==> src/rtl/irq_regwin_pkg.sv <==
`timescale 1ns/1ps
package irq_regwin_pkg;
  localparam int unsigned SEL_W  = 8;
  localparam int unsigned TIDX_W = SEL_W - 1;

  localparam logic [7:0] OFF_SEL = 8'h00;
  localparam logic [7:0] OFF_WIN = 8'h10;

  localparam logic [SEL_W-1:0] WIN_ID   = 8'h00;
  localparam logic [SEL_W-1:0] WIN_VER  = 8'h01;
  localparam logic [SEL_W-1:0] WIN_ARB  = 8'h02;
  localparam logic [SEL_W-1:0] WIN_TBL0 = 8'h10;

  localparam int unsigned BIT_DLV  = 12;
  localparam int unsigned BIT_RIRR = 14;
  localparam int unsigned BIT_TRIG = 15;
  localparam int unsigned BIT_MASK = 16;

  localparam logic [63:0] ENTRY_RESET = 64'h1 << BIT_MASK;

  typedef enum logic [2:0] {
    RD_ZERO, RD_SEL, RD_VER, RD_ID, RD_TBL, RD_ONES
  } rdKind_e;

  typedef struct packed {
    logic              selWr;
    logic              idWr;
    logic              tblWr;
    logic              tblHi;
    logic [TIDX_W-1:0] tblIdx;
    logic              rdLatch;
    rdKind_e           rdKind;
  } strobes_t;
endpackage

==> src/rtl/irq_regwin_ctrl.sv <==
`timescale 1ns/1ps
module irq_regwin_ctrl
  import irq_regwin_pkg::*;
#(
  parameter int unsigned PINS = 24
) (
  input  logic             clk,
  input  logic             rstN,
  input  logic             busWrEn,
  input  logic             busRdEn,
  input  logic [7:0]       busAddr,
  input  logic [SEL_W-1:0] selReg,
  output strobes_t         strb
);
  logic             atSel;
  logic             atWin;
  logic [SEL_W-1:0] selOff;
  logic [TIDX_W-1:0] entryNum;
  logic             entryOk;

  assign atSel    = (busAddr == OFF_SEL);
  assign atWin    = (busAddr == OFF_WIN);
  assign selOff   = selReg - WIN_TBL0;
  assign entryNum = selOff[SEL_W-1:1];
  assign entryOk  = (selReg >= WIN_TBL0) && (32'(entryNum) < PINS);

  always_comb begin
    strb.selWr   = busWrEn && atSel;
    strb.idWr    = busWrEn && atWin && (selReg == WIN_ID);
    strb.tblWr   = busWrEn && atWin && entryOk;
    strb.tblHi   = selReg[0];
    strb.tblIdx  = entryNum;
    strb.rdLatch = busRdEn;
    if (atSel) begin
      strb.rdKind = RD_SEL;
    end else if (atWin) begin
      if (selReg == WIN_VER)                           strb.rdKind = RD_VER;
      else if (selReg == WIN_ID || selReg == WIN_ARB)  strb.rdKind = RD_ID;
      else if (entryOk)                                strb.rdKind = RD_TBL;
      else                                             strb.rdKind = RD_ONES;
    end else begin
      strb.rdKind = RD_ZERO;
    end
  end

  // writes away from the two live offsets raise no write strobe
  assert_stray_write_R11: assert property (@(posedge clk) disable iff (!rstN)
    (busWrEn && busAddr != OFF_SEL && busAddr != OFF_WIN) |-> !(strb.selWr || strb.idWr || strb.tblWr));

  // a table write strobe only ever names an existing entry
  assert_tbl_in_range_R5: assert property (@(posedge clk) disable iff (!rstN)
    strb.tblWr |-> (32'(strb.tblIdx) < PINS));
endmodule

==> src/rtl/irq_regwin_dp.sv <==
`timescale 1ns/1ps
module irq_regwin_dp
  import irq_regwin_pkg::*;
#(
  parameter int unsigned PINS    = 24,
  parameter logic [7:0]  VERSION = 8'h11,
  localparam int unsigned IDX_W  = (PINS > 1) ? $clog2(PINS) : 1
) (
  input  logic              clk,
  input  logic              rstN,
  input  strobes_t          strb,
  input  logic [31:0]       busWrData,
  input  logic [PINS-1:0]   pinRequest,
  input  logic [PINS-1:0]   remIrrSet,
  input  logic [PINS-1:0]   remIrrClr,
  input  logic [PINS-1:0]   dlvBusy,
  output logic [SEL_W-1:0]  selReg,
  output logic [31:0]       busRdData,
  output logic [PINS*64-1:0] tableFlat,
  output logic              maskChgValid,
  output logic [IDX_W-1:0]  maskChgPin,
  output logic              maskChgValue,
  output logic              serviceValid,
  output logic [IDX_W-1:0]  servicePin
);
  localparam logic [7:0] PIN_TOP = 8'(PINS - 1);

  logic [3:0]       idReg;
  logic [63:0]      tblView [PINS];
  logic [IDX_W-1:0] idxN;
  logic [63:0]      curEntry;
  logic [63:0]      newEntry;
  logic [31:0]      rdNext;

  assign idxN     = strb.tblIdx[IDX_W-1:0];
  assign curEntry = tblView[idxN];

  // merge one half of the write data, keep hardware-owned bits
  always_comb begin
    newEntry = strb.tblHi ? {busWrData, curEntry[31:0]} : {curEntry[63:32], busWrData};
    newEntry[BIT_DLV]  = curEntry[BIT_DLV];
    newEntry[BIT_RIRR] = newEntry[BIT_TRIG] ? curEntry[BIT_RIRR] : 1'b0;
  end

  for (genvar i = 0; i < PINS; i++) begin : g_entry
    logic [63:0] ent;
    logic        wrHit;
    assign wrHit = strb.tblWr && (strb.tblIdx == TIDX_W'(i));

    always_ff @(posedge clk) begin
      if (!rstN) begin
        ent <= ENTRY_RESET;
      end else begin
        if (wrHit) begin
          ent <= newEntry;
        end else if (remIrrSet[i]) begin
          ent[BIT_RIRR] <= 1'b1;
        end else if (remIrrClr[i]) begin
          ent[BIT_RIRR] <= 1'b0;
        end
        ent[BIT_DLV] <= dlvBusy[i];
      end
    end

    assign tblView[i]           = ent;
    assign tableFlat[i*64 +: 64] = ent;

    // reset leaves every entry masked
    assert_reset_mask_R10: assert property (@(posedge clk) disable iff (!rstN)
      $past(!rstN) |-> ent[BIT_MASK]);
  end

  always_ff @(posedge clk) begin
    if (!rstN) begin
      selReg <= '0;
      idReg  <= '0;
    end else begin
      if (strb.selWr) selReg <= busWrData[SEL_W-1:0];
      if (strb.idWr)  idReg  <= busWrData[27:24];
    end
  end

  always_ff @(posedge clk) begin
    if (!rstN) begin
      maskChgValid <= 1'b0;
      maskChgPin   <= '0;
      maskChgValue <= 1'b0;
      serviceValid <= 1'b0;
      servicePin   <= '0;
    end else begin
      maskChgValid <= strb.tblWr && (newEntry[BIT_MASK] != curEntry[BIT_MASK]);
      maskChgPin   <= idxN;
      maskChgValue <= newEntry[BIT_MASK];
      serviceValid <= strb.tblWr && newEntry[BIT_TRIG] && pinRequest[idxN];
      servicePin   <= idxN;
    end
  end

  always_comb begin
    unique case (strb.rdKind)
      RD_SEL:  rdNext = 32'(selReg);
      RD_VER:  rdNext = {8'h00, PIN_TOP, 8'h00, VERSION};
      RD_ID:   rdNext = {4'h0, idReg, 24'h0};
      RD_TBL:  rdNext = strb.tblHi ? curEntry[63:32] : curEntry[31:0];
      RD_ONES: rdNext = '1;
      default: rdNext = '0;
    endcase
  end

  always_ff @(posedge clk) begin
    if (!rstN)             busRdData <= '0;
    else if (strb.rdLatch) busRdData <= rdNext;
  end

  // the pulse reports the mask the table now holds
  assert_mask_pulse_R8: assert property (@(posedge clk) disable iff (!rstN)
    maskChgValid |-> (tblView[maskChgPin][BIT_MASK] == maskChgValue));

  // a service pulse only follows a write that left the entry level-triggered
  assert_service_level_R9: assert property (@(posedge clk) disable iff (!rstN)
    serviceValid |-> tblView[servicePin][BIT_TRIG]);

  // a written entry left edge-triggered holds no remote IRR
  assert_edge_clear_R7: assert property (@(posedge clk) disable iff (!rstN)
    $past(strb.tblWr) |-> (tblView[$past(idxN)][BIT_TRIG] || !tblView[$past(idxN)][BIT_RIRR]));

  // a read of a missing entry returns all ones
  assert_oor_ones_R5: assert property (@(posedge clk) disable iff (!rstN)
    $past(strb.rdLatch && strb.rdKind == RD_ONES) |-> (busRdData == 32'hFFFF_FFFF));

  // read data holds when no read is requested
  assert_rd_hold_R12: assert property (@(posedge clk) disable iff (!rstN)
    (!$past(strb.rdLatch) && $past(rstN)) |-> $stable(busRdData));
endmodule

==> src/rtl/irq_regwin.sv <==
`timescale 1ns/1ps
module irq_regwin
  import irq_regwin_pkg::*;
#(
  parameter int unsigned PINS    = 24,
  parameter logic [7:0]  VERSION = 8'h11,
  localparam int unsigned IDX_W  = (PINS > 1) ? $clog2(PINS) : 1
) (
  input  logic               clk,
  input  logic               rstN,
  input  logic               busWrEn,
  input  logic               busRdEn,
  input  logic [7:0]         busAddr,
  input  logic [31:0]        busWrData,
  output logic [31:0]        busRdData,
  input  logic [PINS-1:0]    pinRequest,
  input  logic [PINS-1:0]    remIrrSet,
  input  logic [PINS-1:0]    remIrrClr,
  input  logic [PINS-1:0]    dlvBusy,
  output logic [PINS*64-1:0] tableFlat,
  output logic               maskChgValid,
  output logic [IDX_W-1:0]   maskChgPin,
  output logic               maskChgValue,
  output logic               serviceValid,
  output logic [IDX_W-1:0]   servicePin
);
  strobes_t         strb;
  logic [SEL_W-1:0] selReg;

  irq_regwin_ctrl #(.PINS(PINS)) i_ctrl (
    .clk     (clk),
    .rstN    (rstN),
    .busWrEn (busWrEn),
    .busRdEn (busRdEn),
    .busAddr (busAddr),
    .selReg  (selReg),
    .strb    (strb)
  );

  irq_regwin_dp #(.PINS(PINS), .VERSION(VERSION)) i_dp (
    .clk          (clk),
    .rstN         (rstN),
    .strb         (strb),
    .busWrData    (busWrData),
    .pinRequest   (pinRequest),
    .remIrrSet    (remIrrSet),
    .remIrrClr    (remIrrClr),
    .dlvBusy      (dlvBusy),
    .selReg       (selReg),
    .busRdData    (busRdData),
    .tableFlat    (tableFlat),
    .maskChgValid (maskChgValid),
    .maskChgPin   (maskChgPin),
    .maskChgValue (maskChgValue),
    .serviceValid (serviceValid),
    .servicePin   (servicePin)
  );
endmodule

==> config.mk <==
export PLATFORM = sky130hd
export DESIGN_NAME = irq_regwin
export DESIGN_NICKNAME = d
export VERILOG_FILES = /design/src/rtl/irq_regwin_pkg.sv /design/src/rtl/irq_regwin_ctrl.sv /design/src/rtl/irq_regwin_dp.sv /design/src/rtl/irq_regwin.sv
export SDC_FILE = /design/constraint.sdc
export NUM_CORES = 2
export LEC_CHECK = 0
export BUFFER_PORTS_ARGS = -buffer_cell sky130_fd_sc_hd__buf_4
export CAP_MARGIN = 40
export CELL_PAD_IN_SITES_DETAIL_PLACEMENT = 1
export CELL_PAD_IN_SITES_GLOBAL_PLACEMENT = 2
export CORE_AREA = 2 2 662 664
export CTS_BUF_LIST = sky130_fd_sc_hd__clkbuf_8
export CTS_CLUSTER_DIAMETER = 200
export DETAILED_ROUTE_END_ITERATION = 10
export DIE_AREA = 0 0 664 666
export GPL_TIMING_DRIVEN = 0
export PLACE_DENSITY_LB_ADDON = 0.08
export SYNTH_ARGS = -nofsm -noshare
export SYNTH_HDL_FRONTEND = slang
export SYNTH_HIERARCHICAL = 1
export SYNTH_SLANG_ARGS = --single-unit
==> constraint.sdc <==
create_clock -name clk -period 6.4 [get_ports clk]
set_input_delay 0.32 -clock clk [delete_from_list [all_inputs] [get_ports clk]]
set_output_delay 0.32 -clock clk [all_outputs]
set_load 0.02 [all_outputs]
**Yosys cells after proc, flatten, opt, wreduce, memory -nomap -nowiden**

Cells that the tools add are included.

- Flip-flop bits (word level): 1588
- Output and inout port bits: 1581

- $add $sub $neg: 1
- $lt $le $gt $ge: 4
- Eq/ne operators: 32
- Multiplexer cells: 86
- Bitwise gates (word level): 1
- Reductions and logical operators: 60

Operator list:

| kind | count |
|---|---|
| binary-select mux 64 bit (select 5 bit) | 1 |
| two-way mux 64 bit | 3 |
| case mux 32 bit (5 select lines) | 1 |
| two-way mux 1 bit | 75 |
| nonzero test 3 bit | 24 |
| equality test 7 x 4 -> 1 bit (second input constant) | 8 |
| equality test 7 x 5 -> 1 bit (second input constant) | 8 |
| logical AND 1 bit | 32 |
| two-way mux 32 bit | 1 |
| equality test 7 x 3 -> 1 bit (second input constant) | 4 |
| logical NOT 8 bit | 2 |
| equality test 7 x 2 -> 1 bit (second input constant) | 2 |
| two-way mux 3 bit | 4 |
| equality test 8 x 1 -> 1 bit (second input constant) | 1 |
| equality test 8 x 2 -> 1 bit (second input constant) | 1 |
| equality test 8 x 5 -> 1 bit (second input constant) | 1 |
| >= comparator 8 x 5 -> 1 bit (second input constant) | 1 |
| subtractor 8 x 5 -> 8 bit (second input constant) | 1 |
| equality test 7 x 1 -> 1 bit (second input constant) | 1 |
| logical NOT 7 bit | 1 |
| less-than comparator 7 x 5 -> 1 bit (second input constant) | 1 |
| equality test 3 x 2 -> 1 bit (second input constant) | 2 |
| equality test 3 bit (second input constant) | 2 |
| >= comparator 6 bit (second input constant) | 1 |
| other kinds (6) | 6 |

**Depth between registers and ports, before layout**

- Depth in word-level cells: 10
- Gate-level depth with buffers: 14
- Gate-level depth less buffers: 11

**Cells and area by module**

Netlist, hierarchy kept.

Modules (own cells, without submodules):

| module | times used | cells an instance | area an instance (µm²) | seq. area each (µm²) |
|---|---|---|---|---|
| irq_regwin_dp | 1 | 7164 | 67965.2 | 31790.5 |
| irq_regwin_ctrl | 1 | 35 | 259.0 | 0.0 |

**Least setup slack after synthesis**

Ideal clock, no wire load.

- Kind: register -> register
- Start: reg i_dp.selReg[4]
- End: reg i_dp.g_entry[5].ent[15]
- Data arrival time: 3.161 ns
- Data required time: 6.270 ns
- Setup slack: 3.109 ns
- Stages on the path, launching flop included: 14
- Clock period less this slack: 3.291 ns
- Cells stage by stage: dfxtp_1 > inv_1 > ha_1 > or2_2 > o21ai_0 > mux2_2 > nor3b_2 > or4b_1 > buf_4 > buf_6 > nor3_4 > buf_2 > buf_1 > a21oi_1

RTL lines:

| what | line | text |
|---|---|---|
| start, declared | irq_regwin_dp.sv:17 | `output logic [SEL_W-1:0] selReg,` |
| start signal, assigned | irq_regwin_dp.sv:78 | `if (strb.selWr) selReg <= busWrData[SEL_W-1:0];` |
| end signal, assigned | irq_regwin_dp.sv:55 | `ent <= newEntry;` |
| end signal, assigned by index | irq_regwin_dp.sv:61 | `ent[BIT_DLV] <= dlvBusy[i];` |
| end, declared | irq_regwin_dp.sv:46 | `logic [63:0] ent;` |

==> reports/metrics.csv <==
metric,value,unit
via count,81000,
R2R Setup Slk,30,ps
CTS HTree Levels,5,
core footprint,0.436,sq mm
Synth Warn #,6,
Die ar.,0.442,sq mm
final WL,802000,um
Die W,664,um
Skew-Pair Late Insertion Delay,1150,ps
status,"complete, no violations",
Worst Hold Margin,66.7,ps
CP max FO,10,
crit-path cells,"inv_1, ha_1, or2_2, o21ai_0, mux2_2, nor3b_2, or4b_1, buf_4, buf_6, nor3_4, buf_16, buf_2, nor3_1, dlygate4sd3_1, nor4_1, dlygate4sd3_1",
crit path buf inv count,7,
Avg WL per Cell,50.7,um
DRC violations left,0,
Worst path max stage delay,730,ps
Pre-antenna DRT Iters,6,
"delay-heaviest family, CP",buffers and inverters,
pwr/cell area,224,mW/mm^2
Worst-path clk slew,60,ps
initial antenna violation count,121,
CP max stage cell,buf_2,
first-pass GRT wire length,987000,um
slew margin rel.,28.9,%
Max VDD drop,145,uV
Final GP Congestion,0.921,
FF-to-FF Start,i_dp/selReg[4]$_SDFFE_PN0P_,
"Avg Cell Area, Syn",9.48,sq um
Final HPWL DP,671000,um
final net count,9914,
worst hold path class,in2reg,
Final Hold Vio Count,0,
Async SR Flop Fraction,0,%
Slew Limit Fails,0,
CTS Buf Count,352,
clock tree from TritonCTS,done,
Die H,666,um
CP Launch Type,flip-flop,
gr usage total,34.8,%
1st-iter DRT viols,8622,
largest net degree at the start of global routing,14,
max frequency,157,MHz
IO Count,1721,
CP Data Required Time,7480,ps
Leak,39.8,nW
Crit. Startpoint,i_dp/selReg[4]$_SDFFE_PN0P_,
fillers,50300,
Synth Net Count,7341,
vias in the first global route,79700,
Worst Clk Skew,81.9,ps
post-route minimum period,6370,ps
critical path class,reg2reg,
area post-placement,0.0934,sq mm
WP depth,16,
post-route cell area,0.102,sq mm
Routed Antenna Nets,0,
setup_tns,0,ps
Setup Viol. Count Final,0,
Max clock buf depth,4,
Yosys reg bits,1588,
port bufs,1719,
R2R depth,16,
final std cells w/o fill,15800,
Post-CTS Setup Repair Bufs,0,
FF-to-FF End,i_dp/g_entry[12].ent[14]$_SDFFE_PN0P_,
RSZ-0062 raised after global routing,no,
most frequent CP cell,dlygate4sd3_1,
Slew @ Worst Pin,1070,ps
Inst Count DP,15000,
via/cell ratio,5.11,
Clock Tree Root,clkbuf_8,
grt total ovfl,0,
CTS sink count,1588,
post-synth design cell area,0.0682,sq mm
final period utilization,99.6,%
Post-synth EDFFs,0,
share of layout cells above drive strength 1,34.8,%
maxcap violations,0,
Yosys cell types,86,
Syn-to-layout area delta,49.3,%
sequential fraction of the synthesis area,46.6,%
CP endpoint,i_dp/g_entry[12].ent[14]$_SDFFE_PN0P_,
CP Capture Type,flip-flop,
row count,243,
starting density of the core,15.6,%
"Top FF cell, synth",dfxtp_1,
Gate Count Post-Synth,7199,
CP arrival,7460,ps
cell usage in the layout, fill, tap and decap left out, drive strengths merged, types with 92 or more instances in the layout:
cell	n
a21oi	636
mux2	283
dlygate4sd3	150
o22ai	103
a211oi	395
clkbuf	986
nand2	259
o31ai	144
nand3	145
inv	159
a31oi	477
nor2	454
mux4	232
o21ai	989
dfxtp	1588
buf	2407
nor3	92
registers in the layout (all words and copies together) (netlist names):
signal / cells
i_dp/busRdData: 32
i_dp/g_entry.ent: 1536
i_dp/idReg: 4
i_dp/maskChgValid: 1
i_dp/maskChgValue: 1
i_dp/selReg: 8
i_dp/servicePin: 5
i_dp/serviceValid: 1
cell usage after synthesis, drive strengths merged (4+ instances only):
cell type / count / share of area (%)
nor2: 454 / 2.5
a311oi: 16 / 0.23
mux2: 283 / 4.7
o311ai: 24 / 0.31
a21oi: 636 / 4.8
o21ai: 989 / 7.3
o22ai: 103 / 0.95
nand2b: 16 / 0.15
a22o: 6 / 0.077
o31ai: 144 / 1.6
mux4: 232 / 7.7
dfxtp: 1588 / 47
buf: 340 / 2.8
o211ai: 16 / 0.18
and2: 49 / 0.45
or3: 4 / 0.037
mux2i: 71 / 1.0
a32oi: 5 / 0.064
nand3: 145 / 1.1
or2: 6 / 0.055
and3: 18 / 0.17
nor4: 25 / 0.30
a22oi: 46 / 0.52
nand4: 5 / 0.046
nor2b: 63 / 0.58
and3b: 4 / 0.053
a2111oi: 27 / 0.36
a221oi: 62 / 0.80
nand2: 259 / 1.4
clkbuf: 548 / 3.0
nor3: 92 / 0.85
inv: 16 / 0.088
o311a: 7 / 0.10
a31oi: 477 / 4.5
a211oi: 395 / 4.3
timing repair:
item,CTS,global route
hold buffers,150,0
endpoints found under the hold margin,374,0
endpoints found under the setup margin,0,0
gates resized for setup,0,0
stage by stage:
step / power, mW / worst slack, ps / utilization, %
6_report: 22.8 / 27.3 / 23.4
5_1_grt: 23.4 / 26.9 / 23.3
4_1_cts: 23.0 / 259 / 23.3
3_5_place_dp: 11.1 / 496 / 21.4
3_3_place_gp: 11.0 / -2370 / 20.3
2_1_floorplan: 10.4 / 3110 / -
power breakdown:
| part | total (mW) | switching [mW] | internal [mW] |
|---|---|---|---|
| combinational | 1.05 | 0.762 | 0.292 |
| clock | 11.8 | 5.65 | 6.15 |
| sequential | 9.94 | 0.0296 | 9.91 |
worst min-delay path by stage:
stage | to | from | slack [ps] | cells past startpoint
2_1_floorplan | i_dp/g_entry[0].ent[12]$_SDFF_PN0_ | dlvBusy[0] | 450 | 1
3_3_place_gp | i_dp/g_entry[21].ent[48]$_SDFFE_PN0P_ | i_dp/g_entry[21].ent[48]$_SDFFE_PN0P_ | 480 | 2
3_5_place_dp | i_dp/g_entry[22].ent[48]$_SDFFE_PN0P_ | i_dp/g_entry[22].ent[48]$_SDFFE_PN0P_ | 480 | 2
4_1_cts | i_dp/g_entry[10].ent[12]$_SDFF_PN0_ | dlvBusy[10] | 1 | 3
5_1_grt | i_dp/g_entry[10].ent[12]$_SDFF_PN0_ | dlvBusy[10] | 90 | 3
6_report | i_dp/g_entry[10].ent[12]$_SDFF_PN0_ | dlvBusy[10] | 70 | 3
area by class of cell:
| cell class | instances | area (sq um) | area share, % |
|---|---|---|---|
| inverter | 19 | 71.3 | 0.0700 |
| sequential | 1588 | 31800 | 31.2 |
| multi-input combinational | 4704 | 32600 | 32.0 |
| timing repair buffer | 2219 | 19200 | 18.9 |
| clock inverter | 174 | 817 | 0.802 |
| clock buffer | 438 | 6030 | 5.92 |
| buffer | 888 | 4030 | 3.96 |
| tap | 5757 | 7200 | 7.07 |
| antenna | 40 | 100 | 0.0983 |
tightest hold or removal path: cells and delay by family:
| family | cells | cell delay [ps] |
|---|---|---|
| buffers and inverters | 2 | 640 |
| AND/OR/NAND/NOR | 1 | 160 |
routing by layer:
metal | vias up | global-route usage (%) | share of wire (%)
met5 | - | 0 | 0.0069
li1 | 32400 | - | -
met2 | 4262 | 55.8 | 45
met4 | 8 | 18.9 | 6.4
met1 | 43300 | 42.8 | 41
met3 | 1016 | 8.41 | 7.4
cells by family (layout without fill, tap and decap cells):
kind of cell	after synthesis	after routing	share of synthesized area (%)
xor gates and xnor gates	2	2	0.0257
DFF	1588	1588	46.6
buffers and inverters	907	3738	5.91
AOI/OAI and AO/OA	2967	2967	26.3
other	0	40	0
and+or+nand+nor	1147	1147	7.79
adders and majority gates	2	2	0.0367
muxes	586	586	13.4
Note: power is estimated with default switching activity, not from simulation.
